**config.mk**
```make
export PLATFORM = sky130hd
export DESIGN_NAME = eint_port
export DESIGN_NICKNAME = d
export VERILOG_FILES = /design/src/rtl/eint_pkg.sv /design/src/rtl/eint_sync.sv /design/src/rtl/eint_qual.sv /design/src/rtl/eint_pend.sv /design/src/rtl/eint_regs.sv /design/src/rtl/eint_port.sv
export SDC_FILE = /design/constraint.sdc
export NUM_CORES = 1
export LEC_CHECK = 0
export ABC_AREA = 1
export ABC_CLOCK_PERIOD_IN_PS = 1040
export BUFFER_PORTS_ARGS = -buffer_cell sky130_fd_sc_hd__buf_2
export CORE_MARGIN = 4
export CORE_UTILIZATION = 40
export DETAILED_ROUTE_END_ITERATION = 6
export PLACE_DENSITY_LB_ADDON = 0.15
export SLEW_MARGIN = 25
export SYNTH_ARGS = -nofsm -noshare
export SYNTH_HDL_FRONTEND = slang
export SYNTH_SLANG_ARGS = --single-unit
```
**constraint.sdc**
```tcl
create_clock -name clk -period 1.04 [get_ports clk]
set_input_delay 0.052 -clock clk [delete_from_list [all_inputs] [get_ports clk]]
set_output_delay 0.052 -clock clk [all_outputs]
set_load 0.05 [all_outputs]
```
**src/rtl/eint_pkg.sv**
```systemverilog
// Package: shared register-select encoding for the interrupt port.
// Assumes a 2-bit register address.
package eint_pkg;
    typedef enum logic [1:0] {
        SEL_DATA = 2'd0,
        SEL_DIR  = 2'd1,
        SEL_IEN  = 2'd2,
        SEL_NONE = 2'd3
    } eint_sel_e;
endpackage

```
**src/rtl/eint_sync.sv**
```systemverilog
// Two-flop pad synchronizer plus one history stage for edge detection.
// Assumes pad_in is asynchronous to clk; reset is synchronous active-low.
module eint_sync #(
    parameter int W = 8
) (
    input  logic         clk,
    input  logic         rst_n,
    input  logic [W-1:0] pad_in,
    output logic [W-1:0] lvl,
    output logic [W-1:0] lvl_d
);
    logic [W-1:0] meta_q;
    logic [W-1:0] sync_q;
    logic [W-1:0] hist_q;

    // Purpose: shift pad levels through meta, sync and history stages.
    always_ff @(posedge clk) begin
        if (!rst_n) begin
            meta_q <= '0;
            sync_q <= '0;
            hist_q <= '0;
        end else begin
            meta_q <= pad_in;
            sync_q <= meta_q;
            hist_q <= sync_q;
        end
    end

    assign lvl   = sync_q;
    assign lvl_d = hist_q;
endmodule

```
**src/rtl/eint_qual.sv**
```systemverilog
// Per-pin edge detector with fixed polarity and enable/direction gating.
// Assumes RISE_SEL bit = 1 selects rising edge for that pin, 0 falling.
module eint_qual #(
    parameter int           W        = 8,
    parameter logic [W-1:0] RISE_SEL = 8'h33
) (
    input  logic [W-1:0] lvl,
    input  logic [W-1:0] lvl_d,
    input  logic [W-1:0] dir,
    input  logic [W-1:0] ien,
    output logic [W-1:0] qual
);
    for (genvar b = 0; b < W; b++) begin : g_pin
        logic edge_seen;
        if (RISE_SEL[b]) begin : g_rise
            assign edge_seen = lvl[b] & ~lvl_d[b];
        end else begin : g_fall
            assign edge_seen = ~lvl[b] & lvl_d[b];
        end
        // Purpose: accept the edge only for enabled input pins.
        always_comb qual[b] = edge_seen & ien[b] & ~dir[b];
    end
endmodule

```
**src/rtl/eint_pend.sv**
```systemverilog
// Per-vector pending latches: OR of grouped pin hits, set beats clear,
// requests gated by the global mask. Assumes W is a multiple of GRP.
module eint_pend #(
    parameter int W   = 8,
    parameter int GRP = 4,
    parameter int NV  = W / GRP
) (
    input  logic          clk,
    input  logic          rst_n,
    input  logic [W-1:0]  qual,
    input  logic [NV-1:0] clr,
    input  logic          mask,
    output logic [NV-1:0] vec_hit,
    output logic [NV-1:0] pend,
    output logic [NV-1:0] irq,
    output logic          wake
);
    logic [NV-1:0] pend_q;

    for (genvar v = 0; v < NV; v++) begin : g_vec
        // Purpose: OR the pin hits belonging to this vector.
        always_comb vec_hit[v] = |qual[v*GRP +: GRP];

        // Purpose: hold the pending latch; a new hit overrides a clear.
        always_ff @(posedge clk) begin
            if (!rst_n)          pend_q[v] <= 1'b0;
            else if (vec_hit[v]) pend_q[v] <= 1'b1;
            else if (clr[v])     pend_q[v] <= 1'b0;
        end
    end

    // Purpose: drive requests and the wake indication.
    always_comb begin
        irq  = mask ? '0 : pend_q;
        wake = |qual;
    end

    assign pend = pend_q;
endmodule

```
**src/rtl/eint_regs.sv**
```systemverilog
// Data, direction and interrupt-enable registers with read mux.
// Assumes single-cycle writes; reads are combinational.
module eint_regs
    import eint_pkg::*;
#(
    parameter int W = 8
) (
    input  logic         clk,
    input  logic         rst_n,
    input  logic         wr_en,
    input  logic [1:0]   addr,
    input  logic [W-1:0] wdata,
    input  logic [W-1:0] pin_lvl,
    output logic [W-1:0] rdata,
    output logic [W-1:0] dr,
    output logic [W-1:0] dir,
    output logic [W-1:0] ien
);
    eint_sel_e sel;
    assign sel = eint_sel_e'(addr);

    // Purpose: update the addressed register on a write strobe.
    always_ff @(posedge clk) begin
        if (!rst_n) begin
            dr  <= '0;
            dir <= '0;
            ien <= '0;
        end else if (wr_en) begin
            case (sel)
                SEL_DATA: dr  <= wdata;
                SEL_DIR:  dir <= wdata;
                SEL_IEN:  ien <= wdata;
                default:  ;
            endcase
        end
    end

    // Purpose: select read data; data reads mix latch and pad per bit.
    always_comb begin
        case (sel)
            SEL_DATA: rdata = (dr & dir) | (pin_lvl & ~dir);
            SEL_DIR:  rdata = dir;
            SEL_IEN:  rdata = ien;
            default:  rdata = '0;
        endcase
    end
endmodule

```
**src/rtl/eint_port.sv**
```systemverilog
// Top: 8-bit port with edge-triggered interrupts grouped into vectors.
// Assumes synchronous active-low reset and asynchronous pad inputs.
module eint_port #(
    parameter int             PORT_W   = 8,
    parameter int             GRP_SIZE = 4,
    parameter logic [PORT_W-1:0] RISE_SEL = 8'h33,
    localparam int            NUM_VEC  = PORT_W / GRP_SIZE
) (
    input  logic               clk,
    input  logic               rst_n,
    input  logic [PORT_W-1:0]  pad_in,
    output logic [PORT_W-1:0]  pad_out,
    output logic [PORT_W-1:0]  pad_oe,
    input  logic               reg_wr_en,
    input  logic [1:0]         reg_addr,
    input  logic [PORT_W-1:0]  reg_wdata,
    output logic [PORT_W-1:0]  reg_rdata,
    input  logic               irq_mask,
    input  logic [NUM_VEC-1:0] clr_pend,
    output logic [NUM_VEC-1:0] irq_req,
    output logic               halt_wake
);
    logic [PORT_W-1:0]  lvl, lvl_d, dr_q, dir_q, ien_q, qual;
    logic [NUM_VEC-1:0] vec_hit, pend_q;

    eint_sync #(.W(PORT_W)) sync_i (
        .clk(clk), .rst_n(rst_n), .pad_in(pad_in), .lvl(lvl), .lvl_d(lvl_d)
    );

    eint_regs #(.W(PORT_W)) regs_i (
        .clk(clk), .rst_n(rst_n), .wr_en(reg_wr_en), .addr(reg_addr),
        .wdata(reg_wdata), .pin_lvl(lvl), .rdata(reg_rdata),
        .dr(dr_q), .dir(dir_q), .ien(ien_q)
    );

    eint_qual #(.W(PORT_W), .RISE_SEL(RISE_SEL)) qual_i (
        .lvl(lvl), .lvl_d(lvl_d), .dir(dir_q), .ien(ien_q), .qual(qual)
    );

    eint_pend #(.W(PORT_W), .GRP(GRP_SIZE), .NV(NUM_VEC)) pend_i (
        .clk(clk), .rst_n(rst_n), .qual(qual), .clr(clr_pend), .mask(irq_mask),
        .vec_hit(vec_hit), .pend(pend_q), .irq(irq_req), .wake(halt_wake)
    );

    assign pad_out = dr_q;
    assign pad_oe  = dir_q;
endmodule

```
==> run metrics <==
status finished with violations; failing checks setup timing; final period utilization 121%; cts bufs inserted 5; pin count of the biggest net entering global routing 50; GP Congestion between 0.7 and 0.8; final cell count without fillers about 400; Avg Synthesized Cell Area between 7 and 8 um2; core box area between 4000 and 5000 um2; Antenna diodes 0; hold-critical path depth 3; Seq cells post-synth 50; Initial DRC Count 44; Lkg Pwr approximately 0.0014 uW; worst relative slew slack between 60 and 70%; CP delay by family, top flip-flops; synthesized area ~2000 um2; Seq/Total Area, Yosys 50.9%; post-synth cell types 17; WHS about 0.017 ns; HP Class in2reg; CP max-delay cell dfxtp_4; placed cell area 2560 um2; crit path capture type output port; placed cell count between 300 and 400; Reg clk slew, reported paths 0.09 ns; CTS tree done; Critical Path AT about 1.2 ns; Post-route DRC 0; Synth top area share about half; Die W 78.1 um; GRT overflow 0; crit-path cells nor2_4 -> nand2_1 -> nand2_2 -> nor2_4 -> nand2_2 -> buf_8; initial antenna violation count 0; Global Route Usage Sum between 10% and 20%; initial core utilization 41.3%; hpwl dp 3240 um; max incr delay on CP 0.39 ns; area of the multi-input gates 982 um2; share of layout cells above drive strength 1 49.6%; crit-path max FO 3; Port Buf Inserts 50; most frequent cell after synthesis inv_1; Worst Reg2Reg Path Length in Cells 5; H-tree Lvls 2; P&R area growth vs syn 55.3%; Pwr per Cell Area roughly 1300 nW/um2; Routed WL 4950 um; vias in the first global route 1765; Synth area leaders dfxtp_1 51%, inv_1 11%, nand2_1 8.4%, o21ai_0 7.1%, nor2_1 6.9%; Worst VDD drop 0.000691 V; crit path kind reg2out; Cells after Synth 262; area leader, netlist dfxtp_1; num rows 25; wire per inst between 10 and 15 um; final instance area 3050 um2; Mapped Nets about 290; Die Y between 70 and 80 um; EDFF count, synth 0; Max Clock Skew 0.0115 ns; CP Depth 6; global-route wire length before repair between 8000 and 9000 um; clk_lat worst skew 0.31 ns; number of max-slew violations in the final report 0; Final WS setup -0.223 ns; Setup violations, final 9; DR pass1 iterations 4; Slew @ Worst Pin 0.455 ns; RSZ-0062 raised after global routing true; Vias between 1500 and 2000; Avg Vias per Cell ~4.5; most common flop cell mapped by yosys dfxtp_1; CP required approximately 0.99 ns; Clock Tree Root clkbuf_8; Post-synth ARST share 0%; CP Launch Type flip-flop; Fmax achieved 792 MHz; Syn. warnings 0; Sink Count 50; register area 1050 um2; FILL cells 444; Die Area 6100 um2; clk buf depth 2; remaining antenna violation count 0; worst path bufs/invs 1; Final Hold Violating Endpoints 0; Max-Cap Viols 0; synth cell count leaders 55 x inv_1, 50 x dfxtp_1, 44 x nand2_1; Final nets 366; Ports between 50 and 60; minimum clock period between 1 and 1.5 ns
## cell families after synthesis
| kind of cell | Yosys count | synth area share, % |
|---|---|---|
| buffers and inverters | 65 | 13.3 |
| AO/OA/AOI/OAI | 62 | 17.2 |
| flip-flops | 50 | 50.9 |
| AND/OR/NAND/NOR | 85 | 18.6 |
## worst reg2reg max path, delay by kind of cell (launching register included)
kind             cells  cell delay (ns)
flip-flops           1             0.39
AO/OA/AOI/OAI        1             0.07
AND/OR/NAND/NOR      4             0.31
## cell usage in the layout (no fill, tap or decap), types with 6 or more instances in the layout
master	count
a21oi_1	20
buf_2	35
buf_4	19
buf_6	11
clkbuf_8	6
dfxtp_1	25
dfxtp_2	17
dfxtp_4	8
dlygate4sd3_1	10
inv_1	37
inv_2	17
nand2_1	36
nand2_2	8
nor2_1	21
nor2_4	10
o21ai_0	20
o21ai_4	6
## power by group
part           internal, uW  switching, uW  total [uW]
logic                   300            484         784
registers              2000           65.6        2060
clock network           538            636        1170
total                  2840           1180        4020
## sequential cells by signal, summed over array words and instances, names as in the netlist
name           flops
pend_i.pend        2
regs_i.dir         8
sync_i.lvl_d       8
sync_i.lvl         8
regs_i.dr          8
sync_i.meta_q      8
regs_i.ien         8
## path summary, 6_finish.rpt
| kind | from | to | slack, ns |
|---|---|---|---|
| max reg2reg | regs_i.dir[6] | pend_i.pend[1] | 0.18 |
| max | regs_i.dir[6] | halt_wake | -0.22 |
| min | reg_wdata[7] | regs_i.dr[7] | 0.02 |
| min reg2reg | sync_i.meta_q[0] | sync_i.lvl[0] | 0.41 |
## through the flow
stage	TNS [ns]	power (uW)	worst slack, ns	utilization [%]
after global placement	-0.985	2730	-0.150	53.9
after floorplan	0	2520	0.0171	-
final	-1.82	4020	-0.223	64.2
after detailed placement	-0.954	2740	-0.144	53.9
after global routing	-2.32	4200	-0.300	64.2
after CTS	-1.95	4020	-0.276	62.3
## cell type report
class / instances / area share (%)
Sequential cell: 50 / 34.5
Multi-Input combinational cell: 147 / 32.2
Inverter: 58 / 7.46
Tap cell: 67 / 2.75
Clock inverter: 1 / 0.164
Timing Repair Buffer: 80 / 20.1
Clock buffer: 7 / 2.83
## per-layer routing
| metal | routed length (um) | global-route usage, % |
|---|---|---|
| met3 | 236 | 4.13 |
| met5 | 0 | 0 |
| met1 | 2350 | 22.6 |
| met2 | 2280 | 27.7 |
| met4 | 85 | 6.29 |
## repair_timing
item,CTS,global route
resized for setup,71,35
pin swaps,18,11
endpoints found under the hold margin,10,0
endpoints found under the setup margin,14,11
buffers inserted,3,0
hold buffers,10,0
(Power assumes the default switching activity.)
